**config.mk**
```make
export PLATFORM = sky130hd
export DESIGN_NAME = pattern_gen_top
export DESIGN_NICKNAME = d
export VERILOG_FILES = /design/src/rtl/pgen_pkg.sv /design/src/rtl/pgen_ctrl.sv /design/src/rtl/pgen_datapath.sv /design/src/rtl/pattern_gen_top.sv
export SDC_FILE = /design/constraint.sdc
export NUM_CORES = 1
export LEC_CHECK = 0
export BUFFER_PORTS_ARGS = -buffer_cell sky130_fd_sc_hd__buf_4
export CAP_MARGIN = 20
export CORE_AREA = 2 2 222 224
export DETAILED_ROUTE_END_ITERATION = 12
export DIE_AREA = 0 0 224 226
export PLACE_DENSITY_LB_ADDON = 0.05
export RECOVER_POWER = 25
export SKIP_CTS_REPAIR_TIMING = 1
export SYNTH_ARGS = -nofsm -noshare
export SYNTH_HDL_FRONTEND = slang
export SYNTH_HIERARCHICAL = 1
export SYNTH_SLANG_ARGS = --single-unit
```
**constraint.sdc**
```tcl
create_clock -name clk -period 8.2 [get_ports clk]
set_input_delay 1.64 -clock clk [delete_from_list [all_inputs] [get_ports clk]]
set_output_delay 1.64 -clock clk [all_outputs]
set_load 0.02 [all_outputs]
```
**src/rtl/pgen_pkg.sv**
```systemverilog
package pgen_pkg;
  localparam int CW  = 16;
  localparam int NCH = 3;

  typedef enum logic [2:0] {
    MD_SQ_RGB = 3'd0, MD_SQ_Y601 = 3'd1, MD_SQ_Y709 = 3'd2, MD_VBAR = 3'd3,
    MD_HBAR = 3'd4, MD_RAMP1 = 3'd5, MD_RAMP2 = 3'd6, MD_FWD = 3'd7
  } mode_e;

  typedef struct packed {
    logic                    en;
    mode_e                   mode;
    logic                    limited;
    logic [2:0]              depth;
    logic [3:0]              hExp;
    logic [3:0]              vExp;
    logic [CW-1:0]           width;
    logic [CW-1:0]           height;
    logic [CW-1:0]           xOff;
    logic [NCH-1:0][CW-1:0]  col0;
    logic [NCH-1:0][CW-1:0]  col1;
    logic [CW-1:0]           rampStart;
    logic [3:0]              inc0;
    logic [3:0]              inc1;
  } cfg_t;

  typedef struct packed {
    logic          valid;
    logic [CW-1:0] x;
    logic [CW-1:0] y;
  } pos_t;

  function automatic logic [CW-1:0] depthMask(logic [2:0] code);
    logic [CW-1:0] ones;
    ones = '1;
    case (code)
      3'd0:    return ~(ones >> 6);
      3'd2:    return ~(ones >> 10);
      3'd3:    return ~(ones >> 12);
      default: return ~(ones >> 8);
    endcase
  endfunction
endpackage

```
**src/rtl/pgen_ctrl.sv**
```systemverilog
module pgen_ctrl
  import pgen_pkg::*;
#(
  parameter int AW = 3,
  parameter int DW = 32
) (
  input  logic          clk,
  input  logic          rstN,
  input  logic          cfgWe,
  input  logic [AW-1:0] cfgAddr,
  input  logic [DW-1:0] cfgData,
  input  logic          pixValid,
  input  logic          pixSof,
  input  logic          pixSol,
  output cfg_t          effCfg,
  output pos_t          pos,
  output logic          blanked
);
  localparam logic [CW-1:0] LOW_CLR = ~{{(CW-4){1'b0}}, 4'hF};

  cfg_t          shadowCfg, activeCfg;
  logic          pending;
  logic [CW-1:0] xReg, yReg, curX, curY;
  logic          frameStart;

  assign frameStart = pixValid && pixSof;
  assign curX = (pixSof || pixSol) ? '0 : xReg + 1'b1;
  assign curY = pixSof ? '0 : (pixSol ? yReg + 1'b1 : yReg);
  assign effCfg = frameStart ? shadowCfg : activeCfg;
  assign pos = '{valid: pixValid, x: curX, y: curY};
  assign blanked = activeCfg.en && !pending;

  always_ff @(posedge clk) begin
    if (!rstN) begin
      shadowCfg <= '0;
      activeCfg <= '0;
      pending   <= 1'b0;
      xReg      <= '0;
      yReg      <= '0;
    end else begin
      if (frameStart) activeCfg <= shadowCfg;
      if (cfgWe) begin
        pending <= 1'b1;
        case (cfgAddr)
          3'd0: begin
            shadowCfg.en      <= cfgData[0];
            shadowCfg.mode    <= mode_e'(cfgData[3:1]);
            shadowCfg.limited <= cfgData[4];
            shadowCfg.depth   <= cfgData[7:5];
            shadowCfg.hExp    <= cfgData[11:8];
            shadowCfg.vExp    <= cfgData[15:12];
          end
          3'd1: begin
            shadowCfg.width  <= cfgData[CW-1:0];
            shadowCfg.height <= cfgData[2*CW-1:CW];
          end
          3'd2: shadowCfg.xOff <= cfgData[CW-1:0];
          3'd6: begin
            shadowCfg.rampStart <= cfgData[CW-1:0];
            shadowCfg.inc0      <= cfgData[19:16];
            shadowCfg.inc1      <= cfgData[23:20];
          end
          default: begin
            for (int i = 0; i < NCH; i++) begin
              if (int'(cfgAddr) == 3 + i) begin
                shadowCfg.col0[i] <= cfgData[CW-1:0] & LOW_CLR;
                shadowCfg.col1[i] <= cfgData[2*CW-1:CW] & LOW_CLR;
              end
            end
          end
        endcase
      end else if (frameStart) begin
        pending <= 1'b0;
      end
      if (pixValid) begin
        xReg <= curX;
        yReg <= curY;
      end
    end
  end


  pend_set_chk: assert property (@(posedge clk) disable iff (!rstN) cfgWe |=> !blanked);

  pend_clr_chk: assert property (@(posedge clk) disable iff (!rstN)
    (frameStart && !cfgWe) |=> (blanked == activeCfg.en));

  blank_rise_chk: assert property (@(posedge clk) disable iff (!rstN)
    $rose(blanked) |-> $past(frameStart));
endmodule

```
**src/rtl/pgen_datapath.sv**
```systemverilog
module pgen_datapath
  import pgen_pkg::*;
#(
  parameter int PW = NCH * CW
) (
  input  logic          clk,
  input  logic          rstN,
  input  cfg_t          cfg,
  input  pos_t          pos,
  input  logic [PW-1:0] pixIn,
  output logic          outValid,
  output logic [PW-1:0] pixOut
);
  localparam logic [CW-1:0] MID = {1'b1, {(CW-1){1'b0}}};

  function automatic logic [CW-1:0] rampVal(logic [CW-1:0] base, logic [3:0] sh,
                                            logic [CW-1:0] p);
    logic [2*CW:0] sum;
    sum = {{(CW+1){1'b0}}, base} + ({{(CW+1){1'b0}}, p} << sh);
    return (sum > {{(CW+1){1'b0}}, {CW{1'b1}}}) ? {CW{1'b1}} : sum[CW-1:0];
  endfunction

  logic [CW-1:0]          px, cx, cy, onLvl, offLvl, mask, r0, r1;
  logic [2:0]             idx;
  logic                   inArea;
  logic [NCH-1:0][CW-1:0] ch;
  logic [PW-1:0]          nextPix;

  assign px     = pos.x + cfg.xOff;
  assign cx     = px >> cfg.hExp;
  assign cy     = pos.y >> cfg.vExp;
  assign idx    = cx[2:0] + cy[2:0];
  assign inArea = (pos.x < cfg.width) && (pos.y < cfg.height);
  assign onLvl  = cfg.limited ? 16'hEB00 : 16'hFFFF;
  assign offLvl = cfg.limited ? 16'h1000 : 16'h0000;
  assign mask   = depthMask(cfg.depth);
  assign r0     = rampVal(cfg.rampStart, cfg.inc0, px);
  assign r1     = rampVal('0, cfg.inc1, px);

  always_comb begin
    for (int i = 0; i < NCH; i++) begin
      case (cfg.mode)
        MD_SQ_RGB:  ch[i] = idx[NCH-1-i] ? onLvl : offLvl;
        MD_SQ_Y601, MD_SQ_Y709:
                    ch[i] = (i == 1) ? (idx[0] ? onLvl : offLvl) : MID;
        MD_VBAR:    ch[i] = cx[0] ? cfg.col1[i] : cfg.col0[i];
        MD_HBAR:    ch[i] = cy[0] ? cfg.col1[i] : cfg.col0[i];
        MD_RAMP1:   ch[i] = r0;
        MD_RAMP2:   ch[i] = cy[0] ? r1 : r0;
        default:    ch[i] = '0;
      endcase
      if (!inArea) ch[i] = '0;
      ch[i] = ch[i] & mask;
    end
    nextPix = (!cfg.en || cfg.mode == MD_FWD) ? pixIn : ch;
  end

  always_ff @(posedge clk) begin
    if (!rstN) begin
      outValid <= 1'b0;
      pixOut   <= '0;
    end else begin
      outValid <= pos.valid;
      if (pos.valid) pixOut <= nextPix;
    end
  end


  out_valid_chk: assert property (@(posedge clk) disable iff (!rstN) pos.valid |=> outValid);

  pass_thru_chk: assert property (@(posedge clk) disable iff (!rstN)
    (pos.valid && !cfg.en) |=> (pixOut == $past(pixIn)));

  idle_hold_chk: assert property (@(posedge clk) disable iff (!rstN)
    !pos.valid |=> (!outValid && $stable(pixOut)));

  low_nibble_chk: assert property (@(posedge clk) disable iff (!rstN)
    (pos.valid && cfg.en && (cfg.mode == MD_VBAR || cfg.mode == MD_HBAR))
      |=> (pixOut[3:0] == 4'h0));
endmodule

```
**src/rtl/pattern_gen_top.sv**
```systemverilog
module pattern_gen_top
  import pgen_pkg::*;
#(
  parameter int AW = 3,
  parameter int DW = 32,
  localparam int PW = NCH * CW
) (
  input  logic          clk,
  input  logic          rstN,
  input  logic          cfgWe,
  input  logic [AW-1:0] cfgAddr,
  input  logic [DW-1:0] cfgData,
  input  logic          pixValid,
  input  logic          pixSof,
  input  logic          pixSol,
  input  logic [PW-1:0] pixIn,
  output logic          pixOutValid,
  output logic [PW-1:0] pixOut,
  output logic          blanked
);
  cfg_t effCfg;
  pos_t pos;

  pgen_ctrl #(.AW(AW), .DW(DW)) i_ctrl (
    .clk(clk), .rstN(rstN), .cfgWe(cfgWe), .cfgAddr(cfgAddr), .cfgData(cfgData),
    .pixValid(pixValid), .pixSof(pixSof), .pixSol(pixSol),
    .effCfg(effCfg), .pos(pos), .blanked(blanked)
  );

  pgen_datapath #(.PW(PW)) i_dp (
    .clk(clk), .rstN(rstN), .cfg(effCfg), .pos(pos), .pixIn(pixIn),
    .outValid(pixOutValid), .pixOut(pixOut)
  );
endmodule

```
# Word-level counts from Yosys, hierarchy flattened
# Cells that the tools add are included.
# Widths: inputs -> output; s select.
# op_classes
add_sub_neg,5
order_cmp,4
n_eq_ne,15
shift,4
mux,28
n_bitwise,4
n_reduce_logical,20
# op_table
cell,n
$mux 16,18
$pmux 16 s6,3
$mux 184,1
$gt 33x16->1 const B,2
$shl 16x4->33,2
$and 16x16->16,3
$mux 48,1
$add 16x33->33,1
$add 16x1->16 const B,2
$lt 16x16->1,2
$shr 16x4->3,2
$pmux 10 s3,1
$mux 13,2
$eq 3x3->1 const B,8
$add 16x16->16,1
$eq 3x2->1 const B,5
$logic_not 3->1,3
$reduce_and 3->1,3
$reduce_and 2->1,4
$eq 3x1->1 const B,2
$reduce_or 4->1,1
$add 3x3->3,1
$logic_and 1x1->1,3
$logic_not 1->1,2
other kinds (5),7
# word_totals
register_bits,426
inputBits,89
out_inout_bits,50
word_cells,121

# Logic depth before layout (Yosys ltp)
# Gate-level depths: netlist of the first run.
# logic_depth
word_depth,12
depth_mapped,32
ltp_nobuf,29

# By module
# The synthesis of the first run kept the hierarchy.
# modules_own_cells
mod,n_inst,cells_per_inst,area_each_um2,seq_area_each_um2
pgen_ctrl,1,1604,14735.4,7547.2
pgen_datapath,1,1230,9038.7,980.9

# Worst setup path before layout of the first run
# No wires, ideal clock.
# synth_path
path_kind,input port to flip-flop
from,in pixSof
to,reg i_dp.pixOut[15]
setup_time_ns,0.136
arrival_ns,8.303
required_time_ns,8.064
slack_ns,-0.239
stages,32
path_cell_list,clkbuf_1 -> nand2_1 -> clkbuf_1 -> buf_2 -> mux2_2 -> ha_1 -> fa_1 -> a211oi_2 -> o21a_1 -> a211oi_1 -> or2_2 -> a222oi_1 -> a21boi_0 -> nor2_1 -> a21oi_1 -> o22ai_1 -> ha_1 -> inv_1 -> o21bai_1 -> a21oi_1 -> o21ai_0 -> a21o_1 -> o21ai_0 -> a211oi_1 -> nand4b_4 -> nand4b_1 -> mux2i_1 -> or4_1 -> buf_2 -> buf_2 -> o41ai_1 -> a31oi_1
# synth_lines
item,line_no,rtl
from (decl),pattern_gen_top.sv:14,"input logic pixSof,"
to (signal assigned),pgen_datapath.sv:64,if (pos.valid) pixOut <= nextPix;
to (decl),pgen_datapath.sv:12,output logic [PW-1:0] pixOut

==> flow_summary.json, run 1 <==
{
  "status": "finished, violations left",
  "violations": "capacitance limit, slew limit",
  "post-place-ws_ps": -252,
  "cts_sinks": 402,
  "slew_headroom_pct": -178,
  "routed_wl_um": 76100,
  "grt_pass1_vias": 19600,
  "power_frac_comb_pct": 10.1,
  "antenna_found_initial": 0,
  "holdWs_ps": 451,
  "grt_first_pass_wirelength_um": 115000,
  "die_w_um": 224,
  "fin_setup_tns_ps": 0,
  "fin_ws_ps": 370,
  "path_class": "in2reg",
  "io_buffers": 138,
  "clock_latency_ps": 590,
  "p_sw_mw": 1.15,
  "h-tree-depth": 2,
  "required_ps": 8640,
  "finalSetupViolCount": 0,
  "seqCellArea_um2": 8050,
  "vias": 20600,
  "grt_overflow": 0,
  "cts-root-buf": "clkbuf_16",
  "slew_viol_final": 141,
  "drc": 0,
  "clkSlewWorstSetupHoldPaths_ps": 60,
  "wl_per_cell_um": 21.7,
  "dp_hpwl_um": 54600,
  "multiInputGateArea_um2": 14000,
  "min_period_over_period_pct": 95.5,
  "fin_crit_ps": 7830,
  "critPathMaxStageDelay_ps": 570,
  "finClkSkew_ps": 33.7,
  "fp-row-count": 81,
  "grt_max_degree": 139,
  "maxCapViolCount": 2,
  "p_leak_nw": 10.2,
  "worstPathMaxFanout": 15,
  "post_dp_cell_area_um2": 24800,
  "drtPass1Iterations": 5,
  "synth.net_count": 2917,
  "final_cells": 3507,
  "numCtsBuffers": 46,
  "areaGrowthSynthToFinish_pct": 14.4,
  "ir_worst_vdd_mv": 0.142,
  "cts_tree": "yes",
  "cpMaxStageDelayCell": "or4_1",
  "fin_area_um2": 26300,
  "pwr-share-seq_pct": 45.4,
  "vias_per_cell": 5.88,
  "start_kind": "input pin",
  "syn_avg_cell_area_um2": 8.33,
  "power.total_mw": 4.43,
  "gp_congestion": 0.917,
  "n_antenna_cell": 0,
  "critPathBufInv": 4,
  "power.internal_mw": 3.28,
  "num-fill-cells": 4577,
  "power_density_nw_per_um2": 169,
  "worst_pin_slew_ps": 4170,
  "antenna_left": 0,
  "p_clk_share_pct": 44.6,
  "synthesis.area_um2": 23000,
  "hold_path_class": "reg2reg",
  "core_um2": 48300,
  "drive_above_1_share_pct": 19.3,
  "drt-initial-drc-count": 1689,
  "cts_buffer_depth": 3,
  "timing.reg2reg.setup_slack_ps": 890,
  "dp.cells": 3422,
  "final_hold_viol_count": 0,
  "crit_arrival_ps": 8270,
  "ys.warnings.count": 6,
  "grt_use_total_pct": 29.5,
  "crit_family": "compound AO/OA/AOI/OAI gates",
  "layout.nets": 3013,
  "syn_inst": 2756,
  "p_sw_share_pct": 26.0,
  "die_area_um2": 50600,
  "postLayoutCoreUtil_pct": 54.4,
  "initial_core_util_pct": 47.5,
  "fmax_mhz": 128,
  "boundaryPins": 139,
  "cp_common_cell": "buf_4",
  "die_h_um": 226,
  "worst_setup_path_end_kind": "flip-flop",
  "rsz0062_at_grt": "no"
}
==> per-layer routing <==
layer,wire length (um),global-route usage [%],up-vias
li1,-,-,9911
met1,33500,38.2,10000
met2,35900,49.7,528
met3,3860,4.10,130
met4,2800,11.7,0
met5,0,0,-
==> flip-flops by register name, indices dropped and copies added, names as in the netlist <==
register	flops
i_ctrl/activeCfg	160
i_ctrl/pending	1
i_ctrl/shadowCfg	160
i_dp/outValid	1
i_ctrl/xReg	16
i_ctrl/yReg	16
i_dp/pixOut	48
==> power groups by stage <==
stage	clock (mW)	combinational, mW	sequential, mW
2_1_floorplan	0	0.233	2.07
3_3_place_gp	0	0.439	2.05
3_5_place_dp	0	0.442	2.05
4_1_cts	2.02	0.443	2.01
5_1_grt	2.09	0.477	2.01
6_report	1.98	0.446	2.01
==> worst paths after layout <==
kind / startpoint / endpoint / cells after the start
max: pixSof / i_dp/pixOut[36]$_SDFFE_PN0P_ / 30
min: i_ctrl/shadowCfg[61]$_SDFFE_PN0P_ / i_ctrl/shadowCfg[61]$_SDFFE_PN0P_ / 2
max reg2reg: i_ctrl/xReg[0]$_SDFFE_PN0P_ / i_dp/pixOut[36]$_SDFFE_PN0P_ / 31
min reg2reg: i_ctrl/shadowCfg[61]$_SDFFE_PN0P_ / i_ctrl/shadowCfg[61]$_SDFFE_PN0P_ / 2
==> worst min-delay path, delay by kind of cell, from the launching register on <==
kind,cells,cell delay (ps)
and+or+nand+nor,1,50
DFF,1,300
AOI/OAI and AO/OA,1,50
==> cells in the final DEF (no fill, tap or decap), types with 46 or more instances in the layout <==
master / instances
a21oi_1: 260
dfxtp_1: 402
clkbuf_16: 46
ha_1: 69
nand2_1: 507
nor2_1: 144
inv_1: 52
o21ai_0: 105
mux2i_1: 69
and2_1: 171
mux2_2: 177
nand3_1: 46
buf_4: 220
==> final cells by class <==
| cell class | count | area share, % |
|---|---|---|
| well taps | 622 | 2.96 |
| flip-flops and latches | 402 | 30.6 |
| clock buffers | 61 | 4.71 |
| clock inverters | 20 | 0.719 |
| inverters | 58 | 0.847 |
| multi-input cells | 2107 | 53.4 |
| repair buffers | 237 | 6.79 |
Power figures use the tool's default switching activity.
==> inputs of run 2 (changes only) <==
--- a/config.mk
+++ b/config.mk
@@ -10,8 +10,8 @@
 export CORE_AREA = 2 2 222 224
 export DETAILED_ROUTE_END_ITERATION = 12
 export DIE_AREA = 0 0 224 226
+export HOLD_SLACK_MARGIN = 0.05
 export PLACE_DENSITY_LB_ADDON = 0.05
-export RECOVER_POWER = 25
 export SKIP_CTS_REPAIR_TIMING = 1
 export SYNTH_ARGS = -nofsm -noshare
 export SYNTH_HDL_FRONTEND = slang
==> run 2 against run 1 <==
Compared with the run above: the flow now finishes without violations; flip-flop and latch count unchanged; critical path depth stayed put; first-iteration DRC count is 2.7% lower; largest power group unchanged; highest routed layer unchanged; register-to-register slack better by 40 ps; count of clock-buffer cells in the layout unchanged; design area up 0.17%; wire length about the same.
==> flow_summary.json, run 2 (synthesis results as in run 1) <==
{
  "min_from": "i_ctrl/shadowCfg[61]$_SDFFE_PN0P_",
  "met1_usage_pct": 38.2,
  "finClkSkew_ps": 32.8,
  "slew_headroom_pct": 34.9,
  "timing.reg2reg.setup_slack_ps": 930,
  "antenna_found_initial": 0,
  "reg_top3": "i_ctrl/activeCfg: 160 flops, i_ctrl/shadowCfg: 160 flops, i_dp/pixOut: 48 flops",
  "p_sw_share_pct": 26.0,
  "rsz0062_at_grt": "no",
  "path_class": "in2reg",
  "cts_buffer_depth": 3,
  "power.internal_mw": 3.28,
  "multiInputGateArea_um2": 14000,
  "final_hold_viol_count": 0,
  "cp_common_cell": "buf_4",
  "grt_use_met2_pct": 49.7,
  "drtPass1Iterations": 5,
  "busiest_layer": "met2",
  "p_clk_share_pct": 44.6,
  "final_cell_mix": "nand2_1 (507), dfxtp_1 (402), a21oi_1 (260)",
  "die_h_um": 226,
  "worstReg2RegEnd": "i_dp/pixOut[36]$_SDFFE_PN0P_",
  "grt_max_degree": 139,
  "fin_setup_tns_ps": 0,
  "crit_family": "compound AO/OA/AOI/OAI gates",
  "layout.nets": 3013,
  "power_frac_comb_pct": 10.1,
  "final_cells": 3507,
  "gr-usage-met3_pct": 4.10,
  "crit_cells": 30,
  "fmax_mhz": 128,
  "core_um2": 48300,
  "vias_per_cell": 5.89,
  "min_period_over_period_pct": 95.0,
  "required_ps": 8640,
  "finalSetupViolCount": 0,
  "numCtsBuffers": 46,
  "drt-initial-drc-count": 1643,
  "cts_sinks": 402,
  "hold_path_end": "i_ctrl/shadowCfg[61]$_SDFFE_PN0P_",
  "gp_congestion": 0.917,
  "boundaryPins": 139,
  "clkSlewWorstSetupHoldPaths_ps": 60,
  "start_kind": "input pin",
  "maxCapViolCount": 0,
  "pwr-share-seq_pct": 45.4,
  "power.total_mw": 4.44,
  "clock_latency_ps": 590,
  "die_w_um": 224,
  "critPathMaxStageDelay_ps": 570,
  "vias": 20700,
  "n_antenna_cell": 0,
  "wl_per_cell_um": 21.7,
  "areaGrowthSynthToFinish_pct": 14.6,
  "cts-root-buf": "clkbuf_16",
  "crit_arrival_ps": 8230,
  "ir_worst_vdd_mv": 0.142,
  "drc": 0,
  "worst_pin_slew_ps": 976,
  "rr_startpoint": "i_ctrl/xReg[0]$_SDFFE_PN0P_",
  "cpMaxStageDelayCell": "or4_1",
  "final_common_cell": "nand2_1",
  "routed_wl_um": 76000,
  "post-place-ws_ps": -252,
  "power_density_nw_per_um2": 168,
  "dp.cells": 3422,
  "num-fill-cells": 4565,
  "h-tree-depth": 2,
  "critPathBufInv": 4,
  "fp-row-count": 81,
  "grt_overflow": 0,
  "cts_tree": "yes",
  "slew_viol_final": 0,
  "worstPathMaxFanout": 15,
  "grt_first_pass_wirelength_um": 115000,
  "grt_pass1_vias": 19600,
  "initial_core_util_pct": 47.5,
  "antenna_left": 0,
  "fin_crit_ps": 7790,
  "hold_depth": 2,
  "seqCellArea_um2": 8050,
  "die_area_um2": 50600,
  "dp_hpwl_um": 54600,
  "p_sw_mw": 1.15,
  "grt_use_total_pct": 29.5,
  "hold_path_class": "reg2reg",
  "r2r_cells": 31,
  "worst_setup_path_end_kind": "flip-flop",
  "p_leak_nw": 10.3,
  "io_buffers": 138,
  "fin_ws_ps": 406,
  "status": "finished clean",
  "drive_above_1_share_pct": 19.7
}
## run 2: changes by cell type in the layout (fill, tap and decap cells not counted), sizes merged
cell / before / now
buf: 226 / 237
clkbuf: 72 / 61
## run 2: final cells by class
class | count | area share [%]
tap | 622 | 2.96
clock inverter | 20 | 0.717
sequential | 402 | 30.6
multi-input combinational | 2107 | 53.3
timing repair buffer | 237 | 6.95
inverter | 58 | 0.846
clock buffer | 61 | 4.70
## run 2: worst max path at each step
stage | slack [ps] | endpoint | startpoint
3_3_place_gp | -160 | i_dp/pixOut[15]$_SDFFE_PN0P_ | pixSof
4_1_cts | 360 | i_dp/pixOut[36]$_SDFFE_PN0P_ | pixSof
6_report | 410 | i_dp/pixOut[36]$_SDFFE_PN0P_ | pixSof
3_5_place_dp | -250 | i_dp/pixOut[36]$_SDFFE_PN0P_ | pixSof
2_1_floorplan | 7 | i_dp/pixOut[15]$_SDFFE_PN0P_ | pixSof
5_1_grt | 4 | i_dp/pixOut[36]$_SDFFE_PN0P_ | pixSof
## run 2: metal layers
layer	vias up	part of all wire [%]
li1	9910	-
met1	10100	44
met2	533	47
met3	133	5.3
met4	0	3.7
met5	-	0
## run 2: worst reg2reg max path: cells and delay by family (launching register included)
kind,cells,cell delay [ps]
adders and majority gates,3,980
AOI/OAI and AO/OA,15,3040
muxes,1,150
buffers and inverters,3,460
xor gates and xnor gates,2,320
DFF,1,430
and+or+nand+nor,7,1770
## run 2: per-stage QoR
step                cell area [um^2]  util (%)  hold slack [ps]
global placement               24800      51.3              439
CTS                            26200      54.2              452
global route                   26300      54.5              469
floorplan                      23000         -              434
finish                         26300      54.5              451
detailed placement             24800      51.3              444
## run 2: power groups by stage
stage	clock network, mW	registers [mW]	logic (mW)
floorplan	0	2.07	0.233
global placement	0	2.05	0.439
detailed placement	0	2.05	0.442
CTS	2.02	2.01	0.443
global route	2.09	2.01	0.478
finish	1.98	2.01	0.447
